`config.mk`:
```
export PLATFORM = sky130hd
export DESIGN_NAME = wdog_window
export DESIGN_NICKNAME = d
export VERILOG_FILES = /design/src/rtl/wdog_window.sv
export SDC_FILE = /design/constraint.sdc
export NUM_CORES = 1
export LEC_CHECK = 0
export BUFFER_PORTS_ARGS = -buffer_cell sky130_fd_sc_hd__buf_4
export CAP_MARGIN = 25
export CORE_ASPECT_RATIO = 1.1
export CORE_UTILIZATION = 45
export CTS_CLUSTER_SIZE = 25
export DETAILED_ROUTE_END_ITERATION = 10
export GPL_TIMING_DRIVEN = 0
export HOLD_SLACK_MARGIN = 0.03
export PLACE_DENSITY = 0.63
export SLEW_MARGIN = 30
export SYNTH_ARGS = -nofsm -noshare
export SYNTH_HDL_FRONTEND = slang
export SYNTH_SLANG_ARGS = --single-unit
export TNS_END_PERCENT = 5
```
`constraint.sdc`:
```
create_clock -name clk -period 4.5 [get_ports clk]
set_clock_uncertainty 0.15 [all_clocks]
set_input_delay 0 -clock clk [delete_from_list [all_inputs] [get_ports clk]]
set_output_delay 0 -clock clk [all_outputs]
set_load 0.02 [all_outputs]
```
`src/rtl/wdog_window.sv`:
```
module wdog_window #(
  parameter int CW         = 16,
  parameter int DEF_LOAD   = 64,
  parameter int DEF_WMIN   = 8,
  parameter int TEST_SHIFT = 3,
  parameter int RST_LEN    = 16,
  parameter logic [CW-1:0] KEY_A = CW'(16'h5555),
  parameter logic [CW-1:0] KEY_B = CW'(16'hAAAA)
) (
  input  logic          clk,
  input  logic          rst_n,
  input  logic          tick_in,
  input  logic          test_mode,
  input  logic          wr_en,
  input  logic [2:0]    wr_addr,
  input  logic [CW-1:0] wr_data,
  input  logic [2:0]    rd_addr,
  output logic [CW-1:0] rd_data,
  output logic          nmi,
  output logic          warm_rst,
  output logic          cold_rst
);
  localparam int SW = $clog2(RST_LEN + 1);
  localparam logic [2:0] A_KEY = 3'd0, A_KICK = 3'd1, A_LOAD = 3'd2, A_WMIN = 3'd3, A_STAT = 3'd4;

  logic [2:0]    tsync;
  logic [CW-1:0] cnt, elap, load_q, wmin_q, cnt_n, elap_n, eff_load, wmin_eff, shl;
  logic [1:0]    stage_q, stage_n, prog_q, prog_n;
  logic          locked_q, nmi_q, warm_q, cold_q;
  logic [4:0]    stat_q, stat_n, stat_set;
  logic [SW-1:0] wcnt, ccnt;

  wire tick    = tsync[1] & ~tsync[2];
  wire wr_key  = wr_en && wr_addr == A_KEY;
  wire wr_kick = wr_en && wr_addr == A_KICK;
  wire wr_load = wr_en && wr_addr == A_LOAD;
  wire wr_wmin = wr_en && wr_addr == A_WMIN;
  wire wr_stat = wr_en && wr_addr == A_STAT;

  assign shl      = test_mode ? (load_q >> TEST_SHIFT) : load_q;
  assign eff_load = (shl == '0) ? CW'(1) : shl;
  assign wmin_eff = test_mode ? (wmin_q >> TEST_SHIFT) : wmin_q;

  wire key_a_ok   = prog_q == 2'd0 && wr_data == KEY_A;
  wire key_b_ok   = prog_q == 2'd1 && wr_data == KEY_B;
  wire unlocked   = prog_q == 2'd2;
  wire kick_ok    = wr_kick && unlocked && elap >= wmin_eff;
  wire kick_early = wr_kick && unlocked && elap < wmin_eff;
  wire kick_bad   = wr_kick && !unlocked;
  wire expire     = tick && !wr_kick && cnt <= CW'(1);
  wire escalate   = expire || kick_early;
  wire key_err    = (wr_key && !key_a_ok && !key_b_ok) || kick_bad;

  always_comb begin
    stage_n = stage_q;
    if (escalate)     stage_n = (stage_q == 2'd3) ? 2'd3 : stage_q + 2'd1;
    else if (kick_ok) stage_n = 2'd0;

    cnt_n  = cnt;
    elap_n = elap;
    if (kick_ok || escalate) begin
      cnt_n  = eff_load;
      elap_n = '0;
    end else if (tick && !wr_kick) begin
      cnt_n  = cnt - CW'(1);
      elap_n = (&elap) ? elap : elap + CW'(1);
    end

    prog_n = prog_q;
    if (wr_key)       prog_n = key_a_ok ? 2'd1 : key_b_ok ? 2'd2 : 2'd0;
    else if (wr_kick) prog_n = 2'd0;

    stat_set = {key_err, kick_early,
                escalate && stage_n == 2'd3,
                escalate && stage_n == 2'd2,
                escalate && stage_n == 2'd1};
    stat_n = (stat_q & ~(wr_stat ? wr_data[4:0] : 5'd0)) | stat_set;
  end

  always_ff @(posedge clk or negedge rst_n) begin
    if (!rst_n) begin
      tsync    <= '0;
      cnt      <= CW'(DEF_LOAD);
      elap     <= '0;
      load_q   <= CW'(DEF_LOAD);
      wmin_q   <= CW'(DEF_WMIN);
      stage_q  <= '0;
      prog_q   <= '0;
      locked_q <= 1'b0;
      stat_q   <= '0;
      nmi_q    <= 1'b0;
    end else begin
      tsync    <= {tsync[1:0], tick_in};
      cnt      <= cnt_n;
      elap     <= elap_n;
      stage_q  <= stage_n;
      prog_q   <= prog_n;
      stat_q   <= stat_n;
      nmi_q    <= stage_n != 2'd0;
      locked_q <= locked_q | kick_ok;
      if (wr_load && !locked_q) load_q <= wr_data;
      if (wr_wmin && !locked_q) wmin_q <= wr_data;
    end
  end

  always_ff @(posedge clk or negedge rst_n) begin
    if (!rst_n) begin
      wcnt <= '0; warm_q <= 1'b0;
      ccnt <= '0; cold_q <= 1'b0;
    end else begin
      if (escalate && stage_n == 2'd2) begin
        wcnt <= SW'(RST_LEN); warm_q <= 1'b1;
      end else if (tick && wcnt != '0) begin
        wcnt <= wcnt - SW'(1);
        if (wcnt == SW'(1)) warm_q <= 1'b0;
      end
      if (escalate && stage_n == 2'd3) begin
        ccnt <= SW'(RST_LEN); cold_q <= 1'b1;
      end else if (tick && ccnt != '0) begin
        ccnt <= ccnt - SW'(1);
        if (ccnt == SW'(1)) cold_q <= 1'b0;
      end
    end
  end

  assign nmi      = nmi_q;
  assign warm_rst = warm_q;
  assign cold_rst = cold_q;

  always_comb begin
    case (rd_addr)
      3'd0:    rd_data = cnt;
      3'd1:    rd_data = CW'({locked_q, prog_q, stage_q});
      3'd2:    rd_data = load_q;
      3'd3:    rd_data = wmin_q;
      3'd4:    rd_data = CW'(stat_q);
      default: rd_data = '0;
    endcase
  end

  p_bad_kick_hold_r3: assert property (@(posedge clk) disable iff (!rst_n)
    (wr_en && wr_addr == A_KICK && prog_q != 2'd2) |=> cnt == $past(cnt));
  p_kick_clears_r6: assert property (@(posedge clk) disable iff (!rst_n)
    (wr_en && wr_addr == A_KICK && prog_q == 2'd2 && elap >= wmin_eff) |=> (stage_q == 2'd0 && !nmi && prog_q == 2'd0));
  p_stage_quiet_r7: assert property (@(posedge clk) disable iff (!rst_n)
    (!tick && !(wr_en && wr_addr == A_KICK)) |=> $stable(stage_q));
  p_cold_stage_r7: assert property (@(posedge clk) disable iff (!rst_n)
    $rose(cold_rst) |-> stage_q == 2'd3);
  p_warm_hold_r8: assert property (@(posedge clk) disable iff (!rst_n)
    (warm_rst && !tick) |=> warm_rst);
  p_cold_hold_r8: assert property (@(posedge clk) disable iff (!rst_n)
    (cold_rst && !tick) |=> cold_rst);
  p_stat_sticky_r9: assert property (@(posedge clk) disable iff (!rst_n)
    !(wr_en && wr_addr == A_STAT) |=> (stat_q & $past(stat_q)) == $past(stat_q));
  p_lock_hold_r10: assert property (@(posedge clk) disable iff (!rst_n)
    locked_q |=> (locked_q && load_q == $past(load_q) && wmin_q == $past(wmin_q)));
endmodule

```
==> Word level (Yosys, flattened, before mapping) <==
Index checks and enable logic that the tools add are counted.
{ "word_totals": {"regBits": 90, "latch_bits": 0, "ram_bits": 0, "romBits": 0, "input_bits": 27, "output_inout_bits": 19, "word_cells": 121, "memories": 0} }
{ "op_classes": {"add_sub_neg": 5, "mul": 0, "div_mod_pow": 0, "order_cmp": 3, "eq_ne": 19, "shifts": 0, "n_mux": 27, "bitwise_logic": 6, "reduce_logical": 47} }
{ "ops": {"columns": ["cell", "count"], "rows": [
  ["two-way mux 16 bit", 8],
  ["case mux 16 bit (5 select lines)", 1],
  ["two-way mux 5 bit", 5],
  ["logical AND 1 bit", 22],
  ["adder 16 x 1 -> 16 bit, second input constant", 1],
  ["equality test 16 x 15 -> 1 bit, second input constant", 1],
  ["equality test 16 bit, second input constant", 1],
  [">= comparator 16 bit", 1],
  ["<= comparator 16 x 1 -> 1 bit, second input constant", 1],
  ["zero test 16 bit", 1],
  ["< comparator 16 bit", 1],
  ["AND reduction 16 bit", 1],
  ["subtractor 16 x 1 -> 16 bit, second input constant", 1],
  ["two-way mux 2 bit", 7],
  ["nonzero test 2 bit", 7],
  ["equality test 3 x 2 -> 1 bit, second input constant", 4],
  ["equality test 5 x 1 -> 1 bit, second input constant", 2],
  ["nonzero test 5 bit", 2],
  ["subtractor 5 x 1 -> 5 bit, second input constant", 2],
  ["equality test 2 bit, second input constant", 4],
  ["equality test 3 x 1 -> 1 bit, second input constant", 2],
  ["equality test 3 bit, second input constant", 2],
  ["zero test 3 bit", 2],
  ["two-way mux 1 bit", 6],
  ["13 further kinds", 22]
]} }

==> Longest topological paths before layout <==
Gate-level depths: netlist of run 1.
{ "logic_depth": {"ltp_word": 11, "mapped_depth": 10, "ltp_nobuf": 9} }

==> Least setup slack after synthesis of run 1 <==
Ideal clock, no wire load.
{ "synth_path": {"kind": "in2reg", "start": "input test_mode", "end": "register wcnt[0]", "setup_ns": 0.135, "arrival_time_ns": 2.419, "required_ns": 4.215, "path_slack_ns": 1.795, "path_stages": 10, "n_path_buf": 2, "cell_sequence": "buf_1 clkbuf_1 mux2i_1 ha_1 a21oi_1 nor2_1 nor4_1 nand4_1 a21boi_1 nor2_1"} }
{ "synth_between": {"elab_chain_len": 8, "word_cells_on_any_way": 12, "classes_between": "order compare: 2; eq/ne: 1; mux: 4; reduce/logical: 5"} }
{ "synth_rtl": {"columns": ["item", "line_no", "text"], "rows": [
  ["start, declared", "13", "input logic test_mode,"],
  ["two-way mux 16 bit *", "42", "assign wmin_eff = test_mode ? (wmin_q >> TEST_SHIFT) : wmin_q;"],
  [">= comparator 16 bit or < comparator 16 bit (tied branches)", "47, 48", null],
  ["logical AND 1 bit, on equally long branches", "47, 48", null],
  ["two-way mux 2 bit or logical OR 1 bit (tied branches)", "57, 51", null],
  ["two-way mux 2 bit", "56", "if (escalate) stage_n = (stage_q == 2'd3) ? 2'd3 : stage_q + 2'd1;"],
  ["equality test 2 bit", "111", "if (escalate && stage_n == 2'd2) begin"],
  ["logical AND 1 bit *", "111", null],
  ["two-way mux 5 bit or nonzero test 2 bit (tied branches)", null, null],
  ["end signal, assigned", "114", "wcnt <= wcnt - SW'(1);"],
  ["end, declared", "31", "logic [SW-1:0] wcnt, ccnt;"]
]} }
Every way passes the cells marked *; elsewhere a longest branch is shown, timed or not.
A chain may end at the register's enable or synchronous reset.

==> Worst setup path after layout of run 1 <==
{ "layout_path": {"start": "input test_mode", "end": "register ccnt[2]"} }
{ "layout_between": {"elab_chain_len": 8, "word_cells_on_any_way": 12, "classes_between": "order compare: 2; eq/ne: 1; mux: 4; reduce/logical: 5"} }
{ "layout_rtl": {"columns": ["item", "line_no", "text"], "rows": [
  ["two-way mux 16 bit *", "42", null],
  [">= comparator 16 bit or < comparator 16 bit (tied branches)", "47, 48", null],
  ["logical AND 1 bit, on equally long branches", "47, 48", null],
  ["two-way mux 2 bit or logical OR 1 bit (tied branches)", "57, 51", null],
  ["two-way mux 2 bit", "56", null],
  ["equality test 2 bit", "117", "if (escalate && stage_n == 2'd3) begin"],
  ["logical AND 1 bit *", "117", null],
  ["two-way mux 5 bit or nonzero test 2 bit (tied branches)", null, null],
  ["end signal, assigned", "120", "ccnt <= ccnt - SW'(1);"],
  ["end, declared", "31", null]
]} }
Marked as above.

==> results of run 1 <==
==> routing by layer <==
layer | part of all wire, % | GRT usage (%) | vias to the layer above
li1 | - | - | 2123
met1 | 46 | 33.4 | 2179
met2 | 47 | 39.6 | 116
met3 | 4.1 | 2.60 | 19
met4 | 2.1 | 9.22 | 0
met5 | 0 | 0 | -
==> cell usage after synthesis (6+ instances only) <==
cell	instances
ha_1	25
nand4_1	13
nand3_1	15
a22oi_1	22
clkbuf_1	12
o21ai_0	11
nor4_1	16
inv_1	12
dfrtp_1	87
mux2_2	49
mux2i_1	20
nand2_1	34
nor2b_1	10
xor2_1	13
nor3_1	18
a21oi_1	18
a211oi_1	6
nor2_1	56
xnor2_1	19
==> registers in the layout, summed over array words and instances, names as in the netlist, 2 cells and up <==
register and count:
cnt 16, elap 16, load_q 16, wmin_q 16, ccnt 5, stat_q 5
wcnt 5, tsync 3, prog_q 2, stage_q 2
==> cell families (layout without fill, tap and decap cells) <==
group	after synthesis	in the layout	share of synthesized area, %
flip-flops	90	90	41.7
buffers and inverters	32	114	2.48
adder cells (fa/ha/maj)	25	25	5.79
multiplexers	69	69	13.9
AND/OR/NAND/NOR	200	200	19.8
XOR/XNOR	32	32	5.18
AO/OA/AOI/OAI	87	87	11.1
==> where the power goes <==
part	switching (mW)	leakage, nW	total, mW	internal (mW)
clock network	0.302	0.139	0.705	0.402
registers	0.261	1.11	1.27	1.01
logic	0.394	1.56	0.785	0.391
total	0.957	2.80	2.76	1.81
==> final cells by class <==
cell class | count | area (um^2)
buffer | 20 | 88.8
fill | 1062 | 5160
timing repair buffer | 66 | 559
multi-input combinational | 413 | 3020
clock inverter | 3 | 15.0
clock buffer | 13 | 260
tap | 150 | 188
inverter | 12 | 45.0
sequential | 90 | 2260
==> metrics by stage <==
stage	utilization [%]	hold slack, ns	power, mW
6_report	55.5	0.146	2.76
5_1_grt	55.5	0.165	2.94
4_1_cts	55.5	0.150	2.78
3_5_place_dp	51.0	-0.0379	2.05
3_3_place_gp	51.0	-0.0390	2.01
2_1_floorplan	-	-0.446	1.78
==> worst register-to-register path: cells and delay by family, from the launching register on <==
kind,cells,cell delay [ns]
AO/OA/AOI/OAI,2,0.89
adder cells (fa/ha/maj),1,0.30
flip-flops,1,0.44
AND/OR/NAND/NOR,5,1.24
==> worst min path at each step <==
stage                                endpoint  depth (start not counted)    start
after global placement     tsync[0]$_DFF_PN0_                          1  tick_in
after CTS                  tsync[0]$_DFF_PN0_                          2  tick_in
after detailed placement   tsync[0]$_DFF_PN0_                          1  tick_in
after global routing       tsync[0]$_DFF_PN0_                          2  tick_in
after floorplan           ccnt[0]$_DFFE_PN0P_                          0    rst_n
final                     elap[8]$_DFFE_PN0P_                          2    rst_n
==> impl_metrics.env, run 1 <==
export IMPL_status="finished, final reports clean"
export IMPL_area_growth_pct=18.9
export IMPL_crit_type="in2reg"
export IMPL_diodes=0
export IMPL_slew_headroom_pct=43.4
export IMPL_slew_violations=0
export IMPL_crit_cells=12
export IMPL_postCtsHoldBufs=24
export IMPL_final_common_cell="dfrtp_1"
export IMPL_end_kind="flop"
export IMPL_core_rowCount=41
export IMPL_die_w_um=107
export IMPL_die_h_um=117
export IMPL_synth_edf_count=0
export IMPL_crit_path_max_fanout=10
export IMPL_vias=4437
export IMPL_yosysTopAreaCell="dfrtp_1"
export IMPL_antenna_found_initial=0
export IMPL_clock_latency_ns=0.34
export IMPL_htreeDepth=3
export IMPL_cts_made_buffers=9
export IMPL_wl_per_cell_um=18.4
export IMPL_grt_max_degree=91
export IMPL_critPathBufInv=4
export IMPL_fin_ws_ns=0.292
export IMPL_path_cells="dlygate4sd3_1, buf_4, buf_1, clkbuf_1, mux2i_1, ha_1, a211oi_1, nor2_1, nor4_1, nand4_1, a21boi_1, nor2_1"
export IMPL_ios=46
export IMPL_yosysTopAreaCellShare_pct=40.3
export IMPL_r2r_end="ccnt[2]$_DFFE_PN0P_"
export IMPL_arrival_ns=4.24
export IMPL_hold_violations=0
export IMPL_hpwl_um=10400
export IMPL_worstSetupEndpoint="ccnt[2]$_DFFE_PN0P_"
export IMPL_coreArea_um2=11600
export IMPL_syn_inst=535
export IMPL_async_flop_share_pct=100
export IMPL_placed_cells=727
export IMPL_power_density_nw_per_um2=430
export IMPL_synth_area_um2=5410
export IMPL_final_nets=664
export IMPL_dr_pass1_iters=5
export IMPL_max_freq_mhz=238
export IMPL_cp_slowest_cell="a21boi_1"
export IMPL_numPortBuffers=42
export IMPL_tightestPinTransition_ns=0.849
export IMPL_cap_violations=0
export IMPL_start_kind="primary input"
export IMPL_required_ns=4.54
export IMPL_antenna_left=0
export IMPL_max_stage_delay_ns=0.66
export IMPL_drive_above_1_share_pct=21.1
export IMPL_synth_distinct_cells=55
export IMPL_power_leakage_nw=2.80
export IMPL_grt_pass1_wl_um=23000
export IMPL_fin_area_um2=6430
export IMPL_final_cells=767
export IMPL_seq_area_frac_synth_pct=41.7
export IMPL_start_util_pct=46.6
export IMPL_synth_seq_cells=90
export IMPL_min_path_type="in2async"
export IMPL_cp_top_family="buffers and inverters"
export IMPL_gp_congestion=0.899
export IMPL_rsz0062_at_grt="false"
export IMPL_post_route_min_period_ns=4.21
export IMPL_clk_path_buf_depth=2
export IMPL_cts_sinks=90
export IMPL_die_area_um2=12500
export IMPL_drc=0
export IMPL_critical_path_most_common_cell="nor2_1"
export IMPL_cts_setup_buffers=0
export IMPL_ys_warnings_count=0
export IMPL_post_cts_resized=0
export IMPL_reg2reg_slack_ns=1.32
export IMPL_grt_pass1_vias=4478
export IMPL_drtIter0Drc=268
export IMPL_ys_top_cells_by_area="dfrtp_1 40%, mux2_2 10%, ha_1 5.8%"
export IMPL_cts_tree="done"
export IMPL_syn_nets=587
export IMPL_routed_wl_um=14100
export IMPL_root_buffer="clkbuf_16"
export IMPL_vias_per_cell=5.78
export IMPL_layout_common_cells="87 x dfrtp_1, 56 x nor2_1, 49 x mux2_2"
export IMPL_grtUsageTotal_pct=24.2
export IMPL_placed_area_um2=5910
export IMPL_period_share_pct=93.5
export IMPL_peakVddDrop_v=0.000225
export IMPL_synth_ff_type="dfrtp_1"
export IMPL_cp_startpoint="test_mode"
export IMPL_rr_startpoint="wmin_q[13]$_DFFE_PN0P_"
export IMPL_clk_transition_reported_paths_ns=0.06
export IMPL_postSynthAreaPerCell_um2=10.1
export IMPL_r2r_cells=8
export IMPL_setup_viol=0
export IMPL_grt_overflow=0
export IMPL_tns_ns=0
export IMPL_dpl_worst_slack_ns=0.533
Power figures use the tool's default switching activity.
==> run 2: changes to the inputs <==
PLACE_DENSITY = default   (was 0.63)
PLACE_DENSITY_LB_ADDON = 0.2   (was default)
SLEW_MARGIN = default   (was 30)
clock period = 4.4 ns   (was 4.5 ns; I/O delays follow)
==> impl_metrics.env, run 2 (synthesis gave the netlist of run 1 again) <==
export IMPL_status="finished, final reports clean"
export IMPL_cap_violations=0
export IMPL_period_share_pct=91.2
export IMPL_final_cells=768
export IMPL_cts_made_buffers=9
export IMPL_die_area_um2=12500
export IMPL_grt_pass1_wl_um=23200
export IMPL_core_rowCount=41
export IMPL_drive_above_1_share_pct=21.8
export IMPL_tightestPinTransition_ns=0.696
export IMPL_cts_setup_buffers=0
export IMPL_die_h_um=117
export IMPL_internal_power_mw=1.88
export IMPL_power_leakage_nw=2.82
export IMPL_met1_length_um=6450
export IMPL_crit_type="in2reg"
export IMPL_slew_headroom_pct=53.6
export IMPL_antenna_found_initial=0
export IMPL_routed_top_layer="met4"
export IMPL_final_common_cell="dfrtp_1"
export IMPL_root_buffer="clkbuf_16"
export IMPL_required_ns=4.46
export IMPL_wl_per_cell_um=18.3
export IMPL_power_density_nw_per_um2=444
export IMPL_fillers=1047
export IMPL_slew_violations=0
export IMPL_cts_sinks=90
export IMPL_vias_per_cell=5.83
export IMPL_drtIter0Drc=181
export IMPL_numPortBuffers=42
export IMPL_layout_common_cells="87 x dfrtp_1, 56 x nor2_1, 49 x mux2_2"
export IMPL_clk_path_buf_depth=2
export IMPL_clock_latency_ns=0.34
export IMPL_end_kind="flop"
export IMPL_grt_overflow=0
export IMPL_grtUsageTotal_pct=24.4
export IMPL_vias=4479
export IMPL_placed_cells=728
export IMPL_die_w_um=107
export IMPL_post_route_min_period_ns=4.01
export IMPL_setup_viol=0
export IMPL_gp_congestion=0.875
export IMPL_arrival_ns=4.08
export IMPL_clkPwrFrac_pct=26.8
export IMPL_coreArea_um2=11600
export IMPL_rsz0062_at_grt="false"
export IMPL_htreeDepth=3
export IMPL_tns_ns=0
export IMPL_clk_transition_reported_paths_ns=0.07
export IMPL_start_util_pct=46.6
export IMPL_dr_pass1_iters=5
export IMPL_min_path_type="in2async"
export IMPL_hpwl_um=10600
export IMPL_power_switching_mw=1.00
export IMPL_peakVddDrop_v=0.000219
export IMPL_grt_pass1_vias=4547
export IMPL_grt_max_degree=56
export IMPL_met2WireLength_um=6650
export IMPL_netSwitchingFraction_pct=34.8
export IMPL_p_seq_share_pct=45.0
export IMPL_area_growth_pct=19.9
export IMPL_ios=46
export IMPL_fin_util_pct=55.9
export IMPL_final_nets=665
export IMPL_start_kind="primary input"
export IMPL_crit_path_max_fanout=10
export IMPL_drc=0
export IMPL_wl_met3_um=695
export IMPL_comb_power_share_pct=28.1
export IMPL_hold_violations=0
export IMPL_routed_wl_um=14100
export IMPL_diodes=0
export IMPL_antenna_left=0
export IMPL_max_freq_mhz=249
export IMPL_cts_tree="done"
[run 2: changes by cell type in the layout (fill, tap and decap cells not counted), sizes merged]
cell / previous run / this run
buf: 50 / 51
bufinv: 0 / 1
clkbuf: 25 / 21
clkinv: 3 / 5
clkinvlp: 0 / 1
[run 2: cell type report]
cell class                      count  area, um^2  share of cell area [%]
Clock inverter                      7        70.1                    1.08
Multi-Input combinational cell    413        3020                    46.7
Tap cell                          150         188                    2.90
Sequential cell                    90        2260                    34.8
Timing Repair Buffer               67         583                    9.00
Inverter                           12        45.0                   0.695
Buffer                             20        88.8                    1.37
Clock buffer                        9         225                    3.48
[run 2: routing by layer]
layer / GRT usage (%) / up-vias
li1: - / 2121
met1: 32.5 / 2214
met2: 40.3 / 128
met3: 3.77 / 16
met4: 9.59 / 0
met5: 0 / -
[run 2: final timing paths]
path / cells past startpoint / slack, ns / to / start
setup / recovery: 12 / 0.39 / ccnt[3]$_DFFE_PN0P_ / test_mode
setup reg to reg: 8 / 1.40 / ccnt[3]$_DFFE_PN0P_ / wmin_q[13]$_DFFE_PN0P_
hold reg to reg: 0 / 0.20 / tsync[1]$_DFF_PN0_ / tsync[0]$_DFF_PN0_
min in group clk: 2 / 0.16 / tsync[0]$_DFF_PN0_ / tick_in
max in group asynchronous: 3 / 3.39 / load_q[6]$_DFFE_PN1P_ / rst_n
hold / removal: 2 / 0.02 / elap[8]$_DFFE_PN0P_ / rst_n
[run 2: worst max-delay path, cell delays in order]
cell,delay (ns)
dlygate4sd3_1,0.53
buf_4,0.15
buf_1,0.52
clkbuf_1,0.58
mux2i_1,0.27
ha_1,0.26
a21oi_1,0.17
nor2_1,0.06
nor4_1,0.51
nand4_1,0.42
a21boi_2,0.49
nor2_1,0.10
[run 2: through the flow]
step	power, mW	instance area (um^2)	hold slack [ns]	worst slack, ns
global placement	2.05	5910	-0.0401	0.470
detailed placement	2.09	5940	-0.146	0.373
floorplan	1.82	5410	-0.446	1.70
CTS	2.89	6470	0.0325	0.192
finish	2.88	6480	0.0151	0.387
global route	3.07	6480	0.0681	0.152
[run 2: power by group through the flow]
stage	logic (mW)	clock network, mW	registers (mW)
after floorplan	0.595	0	1.23
after global placement	0.750	0	1.30
after detailed placement	0.786	0	1.31
after CTS	0.812	0.787	1.29
after global routing	0.923	0.818	1.33
final	0.810	0.773	1.30
[run 2: timing repair]
| item | CTS | global route |
|---|---|---|
| hold buffers | 24 | 0 |
| gates resized for setup | 0 | 2 |
| endpoints found under the hold margin | 133 | 0 |
| setup endpoints to repair | 0 | 6 |
